==> src/rtl/pcm_tx_pkg.sv <==
package pcm_tx_pkg;

    typedef enum logic {
        MODE_SHORT = 1'b0,
        MODE_LONG  = 1'b1
    } fs_mode_e;

    typedef enum logic [1:0] {
        TX_IDLE  = 2'd0,
        TX_ARM   = 2'd1,
        TX_SHIFT = 2'd2,
        TX_TAIL  = 2'd3
    } tx_state_e;

    // One synchronized input: its level and single-cycle edge strobes.
    typedef struct packed {
        logic level;
        logic rise;
        logic fall;
    } edge_ev_t;

    // Control part of the transmit sequencer.
    typedef struct packed {
        tx_state_e st;
        fs_mode_e  fmode;
        logic      oe;
    } tx_ctl_t;

    localparam int SYNC_DEPTH_DEF = 2;
    localparam int LONG_MIN_DEF   = 3;

    // Decide the mode from the count of falling bit-clock edges seen
    // while frame sync was high (count saturates at long_min).
    function automatic fs_mode_e classify_mode(input int unsigned falls,
                                               input int unsigned long_min,
                                               input fs_mode_e    cur);
        if (falls >= long_min)
            return MODE_LONG;
        else if (falls == 1)
            return MODE_SHORT;
        else
            return cur;
    endfunction

endpackage

==> src/rtl/pcm_tx_edge.sv <==
module pcm_tx_edge
    import pcm_tx_pkg::*;
#(
    parameter int SYNC_DEPTH = SYNC_DEPTH_DEF
) (
    input  logic     clk,
    input  logic     rst,
    input  logic     async_in,
    output edge_ev_t ev
);
    logic [SYNC_DEPTH-1:0] chain;
    logic                  last_q;

    always_ff @(posedge clk) begin
        if (rst) begin
            chain  <= '0;
            last_q <= 1'b0;
        end else begin
            chain  <= {chain[SYNC_DEPTH-2:0], async_in};
            last_q <= chain[SYNC_DEPTH-1];
        end
    end

    always_comb begin
        ev.level = chain[SYNC_DEPTH-1];
        ev.rise  = chain[SYNC_DEPTH-1] & ~last_q;
        ev.fall  = ~chain[SYNC_DEPTH-1] & last_q;
    end
endmodule

==> src/rtl/pcm_tx_mode_det.sv <==
module pcm_tx_mode_det
    import pcm_tx_pkg::*;
#(
    parameter int LONG_MIN = LONG_MIN_DEF
) (
    input  logic     clk,
    input  logic     rst,
    input  logic     bclk_fall,
    input  logic     fs_level,
    input  logic     fs_rise,
    input  logic     fs_fall,
    output fs_mode_e mode
);
    localparam int CW = $clog2(LONG_MIN + 1);

    logic [CW-1:0] fall_cnt;

    always_ff @(posedge clk) begin
        if (rst) begin
            fall_cnt <= '0;
            mode     <= MODE_SHORT;
        end else begin
            if (fs_rise) begin
                fall_cnt <= bclk_fall ? CW'(1) : '0;
            end else if (bclk_fall && fs_level && (fall_cnt < CW'(LONG_MIN))) begin
                fall_cnt <= fall_cnt + CW'(1);
            end
            if (fs_fall) begin
                mode <= classify_mode(int'(fall_cnt), LONG_MIN, mode);
            end
        end
    end
endmodule

==> src/rtl/pcm_tx_shifter.sv <==
module pcm_tx_shifter
    import pcm_tx_pkg::*;
#(
    parameter int CODE_W = 8
) (
    input  logic              clk,
    input  logic              rst,
    input  logic [CODE_W-1:0] code_in,
    input  logic              code_load,
    input  logic              bclk_level,
    input  logic              bclk_rise,
    input  logic              bclk_fall,
    input  logic              fs_level,
    input  logic              fs_rise,
    input  fs_mode_e          mode,
    output logic              oe,
    output logic              sd_bit
);
    localparam int CNT_W = $clog2(CODE_W + 1);

    tx_ctl_t           ctl_q, ctl_d;
    logic [CODE_W-1:0] hold_q;
    logic [CODE_W-1:0] sreg_q;
    logic [CNT_W-1:0]  cnt_q;
    logic              start_now;
    logic              shift_now;

    always_comb begin
        ctl_d     = ctl_q;
        start_now = 1'b0;
        shift_now = 1'b0;
        unique case (ctl_q.st)
            TX_IDLE: begin
                if (mode == MODE_SHORT) begin
                    if (bclk_fall && fs_level) begin
                        ctl_d.st    = TX_ARM;
                        ctl_d.fmode = MODE_SHORT;
                    end
                end else if (fs_rise) begin
                    ctl_d.fmode = MODE_LONG;
                    if (bclk_level) start_now = 1'b1;
                    else            ctl_d.st  = TX_ARM;
                end
            end
            TX_ARM: begin
                if (bclk_rise) start_now = 1'b1;
            end
            TX_SHIFT: begin
                if (bclk_rise && (cnt_q < CNT_W'(CODE_W))) begin
                    shift_now = 1'b1;
                end else if (bclk_fall && (cnt_q == CNT_W'(CODE_W))) begin
                    if ((ctl_q.fmode == MODE_SHORT) || !fs_level) begin
                        ctl_d.st = TX_IDLE;
                        ctl_d.oe = 1'b0;
                    end else begin
                        ctl_d.st = TX_TAIL;
                    end
                end
            end
            TX_TAIL: begin
                if (!fs_level) begin
                    ctl_d.st = TX_IDLE;
                    ctl_d.oe = 1'b0;
                end
            end
            default: ctl_d.st = TX_IDLE;
        endcase
        if (start_now) begin
            ctl_d.st = TX_SHIFT;
            ctl_d.oe = 1'b1;
        end
    end

    always_ff @(posedge clk) begin
        if (rst) begin
            ctl_q  <= '{st: TX_IDLE, fmode: MODE_SHORT, oe: 1'b0};
            hold_q <= '0;
            sreg_q <= '0;
            cnt_q  <= '0;
        end else begin
            ctl_q <= ctl_d;
            if (code_load) hold_q <= code_in;
            if (start_now) begin
                sreg_q <= hold_q;
                cnt_q  <= CNT_W'(1);
            end else if (shift_now) begin
                sreg_q <= {sreg_q[CODE_W-2:0], 1'b0};
                cnt_q  <= cnt_q + CNT_W'(1);
            end
        end
    end

    assign oe     = ctl_q.oe;
    assign sd_bit = ctl_q.oe & sreg_q[CODE_W-1];
endmodule

==> src/rtl/pcm_tx_port.sv <==
module pcm_tx_port
    import pcm_tx_pkg::*;
#(
    parameter int CODE_W     = 8,
    parameter int SYNC_DEPTH = SYNC_DEPTH_DEF,
    parameter int LONG_MIN   = LONG_MIN_DEF
) (
    input  logic              clk,
    input  logic              rst,
    input  logic [CODE_W-1:0] code_in,
    input  logic              code_load,
    input  logic              bclk_in,
    input  logic              fsync_in,
    output logic              tx_data,
    output logic              tx_oe,
    output logic              long_mode
);
    localparam int N_IN = 2;

    logic [N_IN-1:0] raw_in;
    edge_ev_t        ev [N_IN];
    edge_ev_t        ev_bclk;
    edge_ev_t        ev_fs;
    fs_mode_e        mode;

    assign raw_in = {fsync_in, bclk_in};

    for (genvar gi = 0; gi < N_IN; gi++) begin : g_sync
        pcm_tx_edge #(.SYNC_DEPTH(SYNC_DEPTH)) u_edge (
            .clk      (clk),
            .rst      (rst),
            .async_in (raw_in[gi]),
            .ev       (ev[gi])
        );
    end

    assign ev_bclk = ev[0];
    assign ev_fs   = ev[1];

    pcm_tx_mode_det #(.LONG_MIN(LONG_MIN)) u_mode (
        .clk       (clk),
        .rst       (rst),
        .bclk_fall (ev_bclk.fall),
        .fs_level  (ev_fs.level),
        .fs_rise   (ev_fs.rise),
        .fs_fall   (ev_fs.fall),
        .mode      (mode)
    );

    pcm_tx_shifter #(.CODE_W(CODE_W)) u_shift (
        .clk        (clk),
        .rst        (rst),
        .code_in    (code_in),
        .code_load  (code_load),
        .bclk_level (ev_bclk.level),
        .bclk_rise  (ev_bclk.rise),
        .bclk_fall  (ev_bclk.fall),
        .fs_level   (ev_fs.level),
        .fs_rise    (ev_fs.rise),
        .mode       (mode),
        .oe         (tx_oe),
        .sd_bit     (tx_data)
    );

    assign long_mode = (mode == MODE_LONG);
endmodule

==> config.mk <==
export PLATFORM = sky130hd
export DESIGN_NAME = pcm_tx_port
export DESIGN_NICKNAME = d
export VERILOG_FILES = /design/src/rtl/pcm_tx_pkg.sv /design/src/rtl/pcm_tx_edge.sv /design/src/rtl/pcm_tx_mode_det.sv /design/src/rtl/pcm_tx_shifter.sv /design/src/rtl/pcm_tx_port.sv
export SDC_FILE = /design/constraint.sdc
export NUM_CORES = 1
export LEC_CHECK = 0
export CAP_MARGIN = 5
export CELL_PAD_IN_SITES_DETAIL_PLACEMENT = 2
export CELL_PAD_IN_SITES_GLOBAL_PLACEMENT = 2
export CORE_MARGIN = 8
export CORE_UTILIZATION = 38
export DETAILED_ROUTE_END_ITERATION = 10
export DONT_BUFFER_PORTS = 1
export PLACE_DENSITY_LB_ADDON = 0.1
export SLEW_MARGIN = 20
export SYNTH_ARGS = -nofsm -noshare
export SYNTH_HDL_FRONTEND = slang
export SYNTH_SLANG_ARGS = --single-unit
==> constraint.sdc <==
create_clock -name clk -period 1.45 [get_ports clk]
set_input_delay 0.29 -clock clk [delete_from_list [all_inputs] [get_ports clk]]
set_output_delay 0.29 -clock clk [all_outputs]
set_load 0.005 [all_outputs]
# [Word-level counts from Yosys, hierarchy flattened]
# Cells that the tools add are included.
[word_totals] elab_cells=100 rom_bits=0 latchBits=0 output_inout_bits=3 regBits=33 ramBits=0 memories=0
[op_classes] order_cmp=3 n_eq_ne=19 addsub=2 bitwise_logic=10 mux=32 reduce_logical=20 shifts=0 div=0 multipliers=0
[op_table] operator="1-bit 2-to-1 mux" count=16
[op_table] operator="2-bit 2-to-1 mux" count=8
[op_table] operator="8-bit 2-to-1 mux" count=2
[op_table] operator="7-bit AND reduction" count=2
[op_table] operator="4-bit by 3-bit inequality test with 1-bit output, second input constant" count=3
[op_table] operator="3-bit 2-to-1 mux" count=3
[op_table] operator="3-bit inequality test, second input constant" count=3
[op_table] operator="2-bit nonzero test" count=4
[op_table] operator="3-bit by 1-bit inequality test with 1-bit output, second input constant" count=2
[op_table] operator="3-bit by 2-bit inequality test with 1-bit output, second input constant" count=2
[op_table] operator="2-bit case mux with 3 select lines" count=1
[op_table] operator="3-bit nonzero test" count=2
[op_table] operator="1-bit bitwise AND" count=5
[op_table] operator="1-bit NOT" count=5
[op_table] operator="5-bit AND reduction" count=1
[op_table] operator="4-bit by 1-bit adder with 4-bit output, second input constant" count=1
[op_table] operator="2-bit by 1-bit == test with 1-bit output, second input constant" count=2
[op_table] operator="2-bit == test, second input constant" count=2
[op_table] operator="4-bit == test, second input constant" count=1
[op_table] operator="1-bit logical AND" count=4
[op_table] operator="4-bit less-than comparator, second input constant" count=1
[op_table] operator="2-bit by 1-bit inequality test with 1-bit output, second input constant" count=2
[op_table] operator="2-bit inequality test, second input constant" count=2
[op_table] operator="1-bit case mux with 2 select lines" count=2
[op_table] operator="other kinds (10)" count=10

# [Longest topological paths before layout]
[depth] word_depth=7 ltp_mapped=6

# [Hierarchy]
# A second synthesis with hierarchy kept.
[hier_totals] hier_cells=148 area_unflattened_um2=1451.4
[modules_own_cells] mod="pcm_tx_shifter" seq_area_each_um2=480.5 area_per_inst_um2=1076.0 n_inst=1 cells_per_inst=113
[modules_own_cells] mod="pcm_tx_edge" seq_area_each_um2=60.1 area_per_inst_um2=98.8 n_inst=2 cells_per_inst=9
[modules_own_cells] mod="pcm_tx_mode_det" seq_area_each_um2=60.1 area_per_inst_um2=177.7 n_inst=1 cells_per_inst=17

# [Worst setup path after synthesis]
# Ideal clock, no wire load.
[synth_path] path_type="register to register" start="reg g_sync[1].u_edge.chain[1]" end="reg u_shift.sreg_q[1]" stages_incl_launch_ff=7 arrival_ns=1.178 t_required_ns=1.316 period_less_slack_ns=1.312 slack_ns=0.138 path_cell_list="dfxtp_1 > buf_2 > and4bb_4 > o21a_1 > buf_6 > a22oi_1 > a21oi_1"
[synth_between] elab_chain_cells=5 elab_cells_between_ends=6
[synth_rtl] element="start: declaration" line_no="pcm_tx_edge.sv:11" text="logic [SYNC_DEPTH-1:0] chain;"
[synth_rtl] element="start signal: assignment" line_no="pcm_tx_edge.sv:19" text="chain <= {chain[SYNC_DEPTH-2:0], async_in};"
[synth_rtl] element="1-bit bitwise AND (*)" line_no="pcm_tx_edge.sv:26" text="ev.rise = chain[SYNC_DEPTH-1] & ~last_q;"
[synth_rtl] element="1-bit 2-to-1 mux (*)" line_no="pcm_tx_shifter.sv:39" text="end else if (fs_rise) begin"
[synth_rtl] element="1-bit 2-to-1 mux (*)" line_no="pcm_tx_shifter.sv:34" text="if (mode == MODE_SHORT) begin"
[synth_rtl] element="1-bit case mux with 2 select lines (*)" line_no="pcm_tx_shifter.sv:32" text="unique case (ctl_q.st)"
[synth_rtl] element="8-bit 2-to-1 mux / 2-bit nonzero test (equally long branches)"
[synth_rtl] element="end signal: assignment" line_no="pcm_tx_shifter.sv:84" text="sreg_q <= hold_q;"
[synth_rtl] element="end signal: assignment" line_no="pcm_tx_shifter.sv:87" text="sreg_q <= {sreg_q[CODE_W-2:0], 1'b0};"
[synth_rtl] element="end: declaration" line_no="pcm_tx_shifter.sv:23" text="logic [CODE_W-1:0] sreg_q;"
# Mark *: on every way between the ends. The rest lies on a longest branch, timed or not.
# A chain may end at the register's enable or synchronous reset.

# [Worst setup path in the final report]
[layout_path] start="reg u_mode.fall_cnt[1]" end="reg u_mode.fall_cnt[1]"
[layout_between] elab_chain_cells=3 elab_cells_between_ends=6
[layout_rtl] element="start: declaration" line_no="pcm_tx_mode_det.sv:16" text="logic [CW-1:0] fall_cnt;"
[layout_rtl] element="start signal: assignment" line_no="pcm_tx_mode_det.sv:24" text="fall_cnt <= bclk_fall ? CW'(1) : '0;"
[layout_rtl] element="start signal: assignment" line_no="pcm_tx_mode_det.sv:26" text="fall_cnt <= fall_cnt + CW'(1);"
[layout_rtl] element="2-bit by 1-bit adder with 2-bit output / 2-bit less-than comparator (equally long branches)" line_no="pcm_tx_mode_det.sv:26, pcm_tx_mode_det.sv:25"
[layout_rtl] element="2-bit 2-to-1 mux / 1-bit logical AND (equally long branches)" line_no="pcm_tx_mode_det.sv:25" text="end else if (bclk_fall && fs_level && (fall_cnt < CW'(LONG_MIN))) begin"
[layout_rtl] element="2-bit 2-to-1 mux / 2-bit nonzero test (equally long branches)"
# Several ways; a longest one is shown, not always the timed one. The select of a mux whose other input is x is not followed.

==> metrics.cfg <==
[drt]
wl_um = 3581
ant_nets = 0
vias = 1158
firstDrtPassIters = 4
drtIter0Drc = 54
drcViolationCount = 0
wire_per_inst_um = 17.13
avgViaCountPerCell = 5.541

[sta]
fin_crit_sh = 0.9544
finalSetupTns_ns = 0
fin_crit_ns = 1.384
max_slew.worst_pin.slew_ns = 0.3569
slew_viol_final = 0
final-setup-viol-count = 0
finalHoldViolations = 0
clock_skew_ns = 0.005404
timing.fmax_ghz = 0.7226
max_slew_margin = 0.7615

[clocking]
tritoncts = built
root_buffer = clkbuf_8
clock-sinks = 33
htree_levels = 2
cts_hold_buffers = 0
post_cts_buffers = 0
cts_made_buffers = 5
ctsResizeCount = 0
clkTransAtPathRegs_ns = 0.07
clkLatencyLatePin_ns = 0.28
clockBufferDepth = 2

[power]
internal_power_mw = 1.336
clockPowerShare = 0.412
power_leakage_nw = 0.6127
p_sw_frac = 0.2102
p_sw_mw = 0.3556
combPwrFrac = 0.032
ir_worst_vdd_uv = 529.6
p_seq_frac = 0.556
p_per_area_nw_per_um2 = 1012

[floorplan]
io_pins = 16
start_util = 0.3958
rows = 22
die_x_um = 77.75
core_um2 = 3661
fp.dieH_um = 77.75
dieArea_um2 = 6045

[global_route]
gr-usage-all-layers = 0.1240
antenna_found_initial = 0
grt-ovfl-total = 0
grt_pass1_wl_um = 6078
grt_max_degree = 32
grt_pass1_vias = 1291

[cells_and_area]
layout-area-overhead-vs-synth_pct = 15.37
seqCellArea_um2 = 664.4
multi_input_area_um2 = 738.2
final_nets = 178
drive_gt1_frac = 0.1925
fin_util = 0.4566
diodes = 0
fill_cells = 392

[worst_hold_path]
hold_depth = 1
min_from = rst
hp-class = in2reg
worstHoldEndpoint = u_shift.hold_q[7]

[place]
gp_congestion = 0.7493
io_buffer_count = 0
dp_hpwl_um = 2518

[critical_path]
critPathMaxStageDelay_ns = 0.50
reg2reg_from = u_mode.fall_cnt[1]
arrival_ns = 1.60
r2r_end = u_mode.fall_cnt[1]
start_kind = register
required_ns = 1.67
path_buf_inv = 1
crit_type = reg2reg
r2r_slack_ns = 0.07
cp_slowest_cell = or4_1
path_max_fanout = 3
cp_top_family = simple AND/OR/NAND/NOR gates
endpoint_kind = register
rr_worst_depth = 4
path_cells = inv_1, ha_1, or4_1, a21oi_2

[synthesis]
async_flop_share = 0
yosys_warnings = 0
syn_area_per_cell_um2 = 9.532
synth.ff_latch_count = 33
synth-main-ff-cell = dfxtp_1
synth_area_leaders = dfxtp_1 46%, mux2i_1 5.5%, a21oi_1 4.1%
synth-edff-count = 0
synth_common_cells = 33 x dfxtp_1, 14 x nor2_1, 12 x a21oi_1, 9 x nand3_1, 9 x nor2b_1
syn-num-nets = 169
syn_inst = 152
ys_seq_area_frac = 0.4560
synth_most_common_cell = dfxtp_1
netlist-cell-type-count = 38
yosys.area.top_type = dfxtp_1
yosysTopAreaCellShare = 0.4560
syn_area_um2 = 1449

[status]
status = completed

[run]
drv_cap = 0

metrics by stage:
step	cell area [um^2]	instances	hold WS, ns	power, mW	setup WS, ns
6_report	1672	209	0.07849	1.692	0.06615
5_1_grt	1672	209	0.06264	1.757	-0.01190
4_1_cts	1650	209	0.06267	1.719	0.003130
3_5_place_dp	1564	202	0.3628	1.015	0.09092
3_3_place_gp	1564	202	0.3601	1.009	0.1011
2_1_floorplan	1449	152	0.4138	1.012	0.1382
layout by cell type, fill, tap and decap left out, types with 2 or more instances in the layout:
master,synthesis,final
a211oi_2,2,2
a21oi_1,12,11
a22oi_1,8,7
a31oi_1,4,4
and2_1,2,2
buf_12,0,2
buf_4,0,9
clkbuf_8,0,6
dfxtp_1,33,30
dfxtp_2,0,3
ha_1,4,4
inv_1,4,4
mux2i_1,8,8
nand2_1,6,6
nand2b_1,2,2
nand3_1,9,9
nor2_1,14,14
nor2b_1,9,8
nor3_1,2,2
o211ai_1,2,2
o21a_1,2,2
o21ai_0,3,3
logic make-up (layout without fill, tap and decap cells):
group                    count (synthesis)  in the layout  share of synthesized area
AO/OA/AOI/OAI                           37             37                     0.1753
XOR/XNOR                                 1              1                   0.006046
adder cells (fa/ha/maj)                  4              4                    0.03454
buffers and inverters                   13             22                    0.04662
flip-flops                              33             33                     0.4560
multiplexers                             9              9                    0.06304
AND/OR/NAND/NOR                         55             55                     0.2185
worst max path at each step:
stage                                          from                 end  slack (ns)  cells past startpoint
after global placement             u_shift.ctl_q[2]   u_shift.sreg_q[5]        0.10                      5
after CTS                          u_shift.ctl_q[2]   u_shift.sreg_q[7]       0.003                      5
after floorplan           g_sync[1].u_edge.chain[1]   u_shift.sreg_q[1]        0.14                      6
after detailed placement           u_shift.ctl_q[2]   u_shift.sreg_q[0]        0.09                      5
after global routing             u_mode.fall_cnt[1]  u_mode.fall_cnt[1]       -0.01                      4
final                            u_mode.fall_cnt[1]  u_mode.fall_cnt[1]        0.07                      4
routing by layer:
layer	global-route usage	part of all wire	wire, um
met5	0	0	0
met4	0.05660	0.016	57
met3	0.02995	0.025	90
met2	0.2256	0.55	1969
met1	0.1311	0.41	1464
power by group through the flow:
stage                     Sequential, mW  Combinational, mW  Clock, mW
after floorplan                    0.955             0.0568          0
after global placement             0.959             0.0500          0
after detailed placement           0.961             0.0539          0
after CTS                          0.940             0.0545      0.724
after global routing               0.943             0.0607      0.754
final                              0.941             0.0543      0.696
cell type report:
type	count	area share
Sequential cell	33	0.3975
Clock buffer	7	0.05165
Multi-Input combinational cell	106	0.4416
Inverter	4	0.008982
Timing Repair Buffer	11	0.06437
Tap cell	48	0.03593
registers in the layout, summed over array words and instances, names as in the netlist:
signal / cells
u_shift.hold_q: 8
u_shift.sreg_q: 8
g_sync.u_edge.chain: 4
u_shift.oe: 1
u_shift.ctl_q: 3
u_mode.mode: 1
u_mode.fall_cnt: 2
u_shift.cnt_q: 4
g_sync.u_edge.last_q: 2
(Power assumes the default switching activity.)
